File: src/rtl/rx_dpll_edgesel.sv
module rx_dpll_edgesel (
  input  logic       clk,
  input  logic       rst_n,
  input  logic       rxd,
  input  logic [1:0] ratio_sel,
  input  logic [1:0] edge_sel,
  input  logic       rx_inv,
  output logic       bit_data,
  output logic       bit_valid
);
  localparam int CW = 5;

  logic          s1, s2, s3;
  logic [CW-1:0] cnt, mask, half;
  logic          adj_done;
  logic          d, dp, rise, fall, qual, early, late, oversample, wrap;
  logic [1:0]    step;
  logic [CW:0]   sum;

  assign oversample = (ratio_sel != 2'b00);

  always_comb begin
    case (ratio_sel)
      2'b01:   mask = 5'd7;
      2'b10:   mask = 5'd15;
      default: mask = 5'd31;
    endcase
  end
  assign half = (mask >> 1) + 5'd1;

  assign d    = s2 ^ rx_inv;
  assign dp   = s3 ^ rx_inv;
  assign rise = d & ~dp;
  assign fall = ~d & dp;

  always_comb begin
    case (edge_sel)
      2'b00:   qual = rise | fall;
      2'b01:   qual = rise;
      2'b10:   qual = fall;
      default: qual = 1'b0;
    endcase
  end

  assign early = qual && !adj_done && (cnt > half);
  assign late  = qual && !adj_done && (cnt != '0) && (cnt < half);
  assign step  = early ? 2'd2 : (late ? 2'd0 : 2'd1);
  assign sum   = {1'b0, cnt} + {{(CW-1){1'b0}}, step};
  assign wrap  = sum > {1'b0, mask};

  always_ff @(posedge clk or negedge rst_n) begin
    if (!rst_n) begin
      s1 <= 1'b0;
      s2 <= 1'b0;
      s3 <= 1'b0;
    end else begin
      s1 <= rxd;
      s2 <= s1;
      s3 <= s2;
    end
  end

  always_ff @(posedge clk or negedge rst_n) begin
    if (!rst_n) begin
      cnt       <= '0;
      adj_done  <= 1'b0;
      bit_valid <= 1'b0;
      bit_data  <= 1'b0;
    end else if (!oversample) begin
      cnt       <= '0;
      adj_done  <= 1'b0;
      bit_valid <= 1'b1;
      bit_data  <= d;
    end else begin
      cnt       <= sum[CW-1:0] & mask;
      adj_done  <= wrap ? 1'b0 : (adj_done | early | late);
      bit_valid <= (cnt == half);
      if (cnt == half) bit_data <= d;
    end
  end

  assert_single_strobe_R13: assert property (@(posedge clk) disable iff (!rst_n)
    (oversample && bit_valid) |=> !bit_valid);

  assert_direct_strobe_R11: assert property (@(posedge clk) disable iff (!rst_n)
    (!oversample) |=> (bit_valid && cnt == '0));

  assert_count_range_R3: assert property (@(posedge clk) disable iff (!rst_n)
    $stable(ratio_sel) |-> ((cnt & ~mask) == '0));

  assert_mid_step_R2: assert property (@(posedge clk) disable iff (!rst_n)
    (oversample && cnt == half) |=> (cnt == $past(half) + 5'd1));

  assert_frozen_phase_R7: assert property (@(posedge clk) disable iff (!rst_n)
    (oversample && edge_sel == 2'b11) |=> (cnt == (($past(cnt) + 5'd1) & $past(mask))));

  assert_one_fix_R10: assert property (@(posedge clk) disable iff (!rst_n)
    (oversample && adj_done && cnt != '0) |=> (cnt == (($past(cnt) + 5'd1) & $past(mask))));
endmodule

File: config.mk
export PLATFORM = sky130hd
export DESIGN_NAME = rx_dpll_edgesel
export DESIGN_NICKNAME = d
export VERILOG_FILES = /design/src/rtl/rx_dpll_edgesel.sv
export SDC_FILE = /design/constraint.sdc
export NUM_CORES = 1
export LEC_CHECK = 0
export CAP_MARGIN = 20
export CORE_MARGIN = 2
export CORE_UTILIZATION = 45
export CTS_BUF_LIST = sky130_fd_sc_hd__clkbuf_2
export DETAILED_ROUTE_END_ITERATION = 6
export DONT_BUFFER_PORTS = 1
export GPL_TIMING_DRIVEN = 0
export PLACE_DENSITY_LB_ADDON = 0.25
export SYNTH_ARGS = -nofsm -noshare
export SYNTH_HDL_FRONTEND = slang
export SYNTH_SLANG_ARGS = --single-unit
File: constraint.sdc
create_clock -name clk -period 4.05 [get_ports clk]
set_input_delay 0.405 -clock clk [delete_from_list [all_inputs] [get_ports clk]]
set_output_delay 0.405 -clock clk [all_outputs]
set_load 0.03 [all_outputs]
==> results summary, run 1 <==
The run finished with clean final reports. The remaining design rule violation count is 0. The number of max-cap violations came out at 0.

Setup repair after global routing left no endpoint under its margin. The wire length after detailed routing is about 1200 um. The commonest cells after synthesis are ha_1 (14), dfrtp_1 (11), inv_1 (10). The number of inserted filler cells in the final layout came out at about 160. The number of pins with negative max-slew slack in the final report is 0. The worst register-to-register path begins at s2$_DFF_PN0_. The post-synthesis average cell area is between 10 and 15 sq um. The net switching share of the total power came out at between 30% and 40%. Of the total power, registers draw 44.6%. The power density over the cells is between 400 and 500 nW/um^2. The hold-fix buffer count after cts is 1.

The total iterations of the first detailed-routing run came out at 3. The highest achievable clock rate is ~0.27 GHz. The last weighted congestion value of the routability-driven placer is 0.8195. By area the synthesized netlist is led by dfrtp_1 (35%), ha_1 (23%), inv_1 (4.8%). Once layout is done, the placed cells without fillers occupy 827.0 sq um. The net count after synthesis is 99.

The element type at the critical path end is a register. The worst hold path terminates at s1$_DFF_PN0_. The worst hold path class is in2reg.

The most common cell in the synthesized netlist is ha_1. In the final layout, the share of cells above drive strength 1 is 9.877%. The maximum fanout along the worst path came out at 3.

The pin count of the biggest net entering global routing is 12. Summed over all layers, the global routing overflow is 0. The total CTS buffers came out at 3. The number of gates resized after CTS is 0. The data required time at the worst endpoint is ~4.2 ns. The time the final worst path needs with I/O delays and setup came out at 3.690 ns. The synthesized netlist contains 25 unique library cells.

The worst-case register-to-register setup slack came out at about 0.36 ns. The combined flip-flop and latch cell area is 275.3 sq um. CTS placed an instance of clkbuf_2 at the clock tree root. The minimum hold slack is 0.1863 ns. The post-CTS setup buffer count is 0. Dividing the detail-routed via count by the number of cells gives slightly above 5. The share of Yosys cell area claimed by the top area cell type came out at 35.48%. The placed cell area is 797.0 sq um. STA puts the critical path data arrival time at 3.87 ns. Across the VDD grid, the largest voltage drop is 0.0002572 V.

Combinational cells account for approximately two fifths of the total power. The setup violation total in the final timing report is 0. The full die area came out at between 2000 and 2500 sq um. The net count reported at finish came out at 105. The count of cells along the worst hold path is 0.

The path depth of the worst reg2reg path came out at 15. Summed over all nets, the switching power comes to around 160 uW. Detailed placement finished with a half-perimeter wire length of about 900 um. In the synthesized netlist the dominant register cell turns out to be dfrtp_1.

The number of I/O port buffers is 0. Clock-pin slew was measured on the worst setup and hold paths at about 0.11 ns. The capture point of the worst reg-to-reg path is adj_done$_DFF_PN0_. The number of diodes added for antenna fixing is 0.

The clock insertion delay at the later pin of the skew report is around 0.25 ns. The global-route wire length before repair came out at ~2100 um. The area of the multi-input gates came out at ~460 sq um. The final hold violation count came to 0. The post-synthesis instance total came out at between 70 and 80. In this run, placement finished with an instance count of 93.

In this run the vertical extent of the chip is 45.52 um. The per-cell routed wire length came out at between 10 and 15 um. The launching instance or port of the critical path is ratio_sel[0].

The transition at the pin with the smallest max-transition slack came out at approximately 0.49 ns. The cell type with the largest total area after synthesis is dfrtp_1. The worst setup slack after layout came out at 0.3599 ns. For this design the static power due to leakage is ~0.43 nW.

TritonCTS built the clock tree. The detail route stage leaves a number of antenna-violating nets equal to 0. The signed area change from the synthesized netlist to the final layout came out at 6.613%.

The maximum root-to-sink buffer count is 2. The number of antenna violations at the first check in global routing is 0. The placement-stage worst setup slack came out at between 0.07 and 0.08 ns. The sum of negative setup slack is 0 ns. The worst setup path is launched from an input port. The overall die width is approximately 46 um. The number of enable flip-flop cells after synthesis came out at 0.

The final clock skew came out at 0.01240 ns. The sum of internal, switching and leakage power is between 300 and 400 uW. The total track usage came out at ~14%.

The total of flip-flops plus latches after synthesis is 11. The beginning of the worst hold path is rxd. The post-route non-filler standard cell count came out at 98.

The top-level port count came out at 10. In this run, the number of DRC markers left after iteration 0 of detailed routing was 2. The maximum level of the CTS H-tree is 1. The placeable core area is between 1500 and 2000 sq um. The number of global-route vias before repair was 472. The clock power share came out at 15.2%.

The standard-cell row count came out at 15. The total number of vias is approximately 500. For this configuration, the core starts out at a cell density of a little under half. The number of sinks handled by clock tree synthesis came out at 11. The sequential fraction of the synthesis area is around 35%. The share of the core filled with cells came out at slightly below 50%. The max-slew headroom at the worst pin is between 60% and 70%. The final clock period utilization by the worst path came out at 91.11%. The mapped netlist covers between 700 and 800 sq um. The number of synthesis warnings is 0. The classification of the worst setup path is in2reg. The cell internal power dissipation is 239.1 uW. The fraction of registers with async set/reset came out at 100.0%.
worst max path at each step:
| stage | to | cells past startpoint | slack, ns |
|---|---|---|---|
| after floorplan | adj_done$_DFF_PN0_ | 17 | 0.37 |
| after global placement | adj_done$_DFF_PN0_ | 17 | 0.11 |
| after detailed placement | adj_done$_DFF_PN0_ | 17 | 0.08 |
| after CTS | adj_done$_DFF_PN0_ | 15 | 0.34 |
| after global routing | adj_done$_DFF_PN0_ | 15 | 0.02 |
| final | adj_done$_DFF_PN0_ | 17 | 0.36 |
cell usage in the layout, fill, tap and decap left out, types with 2 or more instances in the layout:
master	synthesis	final
a21oi_1	3	3
clkbuf_2	0	4
dfrtp_1	11	11
ha_1	14	14
inv_1	10	10
nand2_1	4	4
nand2b_1	2	2
nand3b_1	2	2
nor2_1	5	5
nor2b_1	5	5
nor3_1	2	2
xor2_1	4	4
critical path, cell delays in order:
cell	delay, ns
inv_1	0.03
ha_1	0.33
ha_1	0.33
a21oi_1	0.21
nand2_1	0.11
nor3_1	0.16
or2_1	0.13
ha_1	0.16
inv_1	0.05
fa_1	0.40
nor2_1	0.15
xor2_1	0.21
ha_1	0.29
or4b_4	0.52
nor3_2	0.11
o21ai_1	0.08
nor3_1	0.18
logic make-up (layout without fill, tap and decap cells):
kind of cell | Yosys count | in the layout | share of synthesized area, %
fa+ha+maj | 15 | 15 | 25.16
simple gates | 26 | 26 | 20.32
compound gates | 8 | 8 | 7.096
mux | 1 | 1 | 1.452
flops | 11 | 11 | 35.48
xor+xnor | 5 | 5 | 5.645
buf+inv | 10 | 15 | 4.839
sequential cells by signal, indices dropped and copies added, names as in the netlist:
register	flops
cnt	5
adj_done	1
bit_data	1
bit_valid	1
s1	1
s2	1
s3	1
cell type report:
type | count | area share [%]
Tap cell | 17 | 2.572
Timing Repair Buffer | 1 | 1.210
Clock buffer | 4 | 2.421
Sequential cell | 11 | 33.28
Multi-Input combinational cell | 55 | 55.98
Inverter | 10 | 4.539
power by group through the flow:
stage / Sequential (mW) / Combinational (mW) / Clock, mW
after floorplan: 0.174 / 0.132 / 0
after global placement: 0.179 / 0.157 / 0
after detailed placement: 0.179 / 0.157 / 0
after CTS: 0.178 / 0.163 / 0.0650
after global routing: 0.183 / 0.188 / 0.0693
final: 0.177 / 0.160 / 0.0604
metal layers:
metal	share of wire, %	GRT usage (%)	vias up
li1	-	-	267
met1	49	18.81	224
met2	46	22.25	4
met3	3.2	4.762	2
met4	1.3	3.529	0
met5	0	0	-
Note: power is estimated with default switching activity, not from simulation.
==> inputs of run 2 (changes only) <==
Settings changed: CORE_UTILIZATION 45 to 35.
==> results summary, run 2 (synthesized netlist as in run 1, its figures left out) <==
The run finished with clean final reports. The library cell used as clock root buffer is clkbuf_2. The capture point of the worst reg-to-reg path is adj_done$_DFF_PN0_. The end of the critical path is adj_done$_DFF_PN0_. The maximum fanout along the worst path came out at 3 (unchanged). The combined flip-flop and latch cell area is 275.3 sq um (unchanged).

The number of sinks handled by clock tree synthesis is 11 (unchanged). The height of the die is 51.08 um (+12%). The number of global-route vias before repair came out at 526 (+11%). The remaining antenna violation count is 0 (unchanged). The critical path in this run is classified as reg2reg. The share of the core filled with cells came out at 40.19% (-9.3 points).

The power density over the cells is 470.9 nW/um^2 (-2.0%). The most common cell after layout, fill and taps aside is ha_1. The sum of negative setup slack came out at 0 ns (unchanged). The longest individual stage delay on the worst path is 0.52 ns (about the same). The standby leakage power is 0.4407 nW (+2.4%). The standard-cell row count was 17 (+2).

The final hold violation count came out at 0 (unchanged). The data arrival time of the worst path is 3.89 ns (+0.02 ns). The startpoint identified for the worst register-to-register timing path is s2$_DFF_PN0_.

The per-cell routed wire length came to 11.27 um (-5.1%). The transition at the pin with the smallest max-transition slack came out at 0.5154 ns (+0.02567 ns). The clock-pin slew of the registers on the worst-case setup and hold paths is 0.13 ns (+0.02 ns). The number of antenna violations at the first check in global routing came out at 0 (unchanged).

The net count reported at finish is 107 (+1.9%). The worst setup path is launched from a register. The maximum root-to-sink buffer count is 2 (unchanged). The worst hold path belongs to the class in2reg. The placeable core area is 2148 sq um (+29%). The global-route wire length before repair is 2180 um (+5.0%). The number of pins with negative max-slew slack in the final report is 0 (unchanged).

The placed cell area is 810.8 sq um (+1.7%). The share of final-layout standard cells stronger than drive strength 1 came out at 13.25% (+3.4 points). The final clock period utilization by the worst path came to 91.33% (+0.22 points). The number of cells on the critical path came to 15 (-2). The time the final worst path needs with I/O delays and setup is 3.699 ns (+0.008800 ns).

The total CTS buffers came out at 3 (unchanged). The signed area change from the synthesized netlist to the final layout is 11.29%. The sum of buffers and inverters on the critical path is 1 (-1). The number of max-cap violations is 0 (unchanged). The overall die width came to 51.08 um (+12%). The total number of vias was 516 (+3.8%). The pin count of the biggest net entering global routing is 12 (unchanged).

The data required time at the worst endpoint is 4.24 ns (about the same). The peak ir drop on the vdd network is 0.0001800 V (-30%). The number of flip-flops under the largest register name was 5 (unchanged). The total iterations of the first detailed-routing run is 3 (unchanged). The wire length after detailed routing is 1251 um (+7.5%). The path depth of the worst reg2reg path came out at 15 (unchanged). The max-slew headroom at the worst pin is 65.53% (-1.7 points). Counting flops per register, the top entry is cnt. The library cell appearing most often on the critical path is ha_1.

The starting utilization of the core area came out at 36.11% (-10 points). The element type at the critical path end is a register. The number of diodes added for antenna fixing is 0 (unchanged). In the layout the commonest cells are ha_1 (14), dfrtp_1 (11), inv_1 (10). The detailed-route vias per instance came out at 4.649 (-8.3%). The setup violation total in the final timing report is 0 (unchanged). The total overflow reported by the global router is 0 (unchanged). The final clock skew came to 0.01837 ns (+0.005974 ns). The last weighted congestion value of the routability-driven placer is 0.7715 (-5.9%). The starting DRC count in detailed routing came out at 3 (+1). The finished layout cell area came out at 863.3 sq um (+4.4%). The critical path starts at s2$_DFF_PN0_. The worst-case register-to-register setup slack is 0.35 ns (about the same). The number of inserted filler cells in the final layout came out at 218 (+38%). The remaining design rule violation count is 0 (unchanged). The largest individual stage delay along the critical path comes from the cell or4b_4.

The full die area is 2609 sq um (+26%). The area of the multi-input gates is 470.5 sq um (+1.6%). Grouping stages by cell kind, the critical path spends the most delay in simple AND/OR/NAND/NOR gates. The top-level port count is 10 (unchanged).

The number of I/O port buffers came out at 0 (unchanged). The clock insertion delay at the later pin of the skew report is 0.25 ns (about the same). The detailed-placement wirelength estimate is 1000 um (+8.7%).

The sum of internal, switching and leakage power came out at 406.6 uW (+2.3%). The maximum level of the CTS H-tree is 1 (unchanged). TritonCTS built the clock tree. The total track usage is 11.46% (-2.8 points). The highest achievable clock rate is 0.2703 GHz (-0.24%). Walking the worst path, the cells encountered are xor2_2 -> inv_1 -> ha_1 -> nor2b_1 -> o31ai_2 -> nand3b_1 -> nand2b_1 -> fa_1 -> nor2_1 -> xor2_1 -> ha_1 -> or4b_4 -> nor3_2 -> o21ai_1 -> nor3_1. The minimum hold slack came out at 0.1839 ns (-0.002376 ns).
## run 2: cell type report
type	instances	share of cell area (%)
tap	28	4.058
multi-input combinational	55	54.49
timing repair buffer	3	2.899
sequential	11	31.88
inverter	10	4.348
clock buffer	4	2.319
## run 2: per-layer routing
metal,wire length [um],GRT usage (%),vias up
li1,-,-,268
met1,600,12.82,242
met2,599,20.35,4
met3,35,3.509,2
met4,14,4.054,0
met5,0,0,-
## run 2: metrics by stage
| step | instances | setup WS [ns] |
|---|---|---|
| finish | 111 | 0.3511 |
| global route | 111 | -0.007049 |
| CTS | 109 | 0.2756 |
| detailed placement | 104 | 0.03728 |
| global placement | 104 | 0.1035 |
| floorplan | 76 | 0.3661 |
## run 2: how the worst min path moves through the flow
stage | startpoint | to | slack [ns] | cells past startpoint
final | rxd | s1$_DFF_PN0_ | 0.18 | 0
after global routing | rxd | s1$_DFF_PN0_ | 0.16 | 0
after CTS | rxd | s1$_DFF_PN0_ | 0.17 | 0
after detailed placement | rst_n | cnt[2]$_DFF_PN0_ | 0.11 | 0
after global placement | rst_n | s1$_DFF_PN0_ | 0.11 | 0
after floorplan | rst_n | adj_done$_DFF_PN0_ | 0.11 | 0
## run 2: where the power goes
group          switching (mW)  internal (mW)
Sequential             0.0393          0.139
Combinational          0.0867         0.0787
Clock                  0.0370         0.0262
## run 2: repair_timing
action,in CTS,in global routing
setup endpoints to repair,0,1
buffers inserted,0,2
endpoints found under the hold margin,11,0
gates resized for setup,0,1
hold buffers,1,0
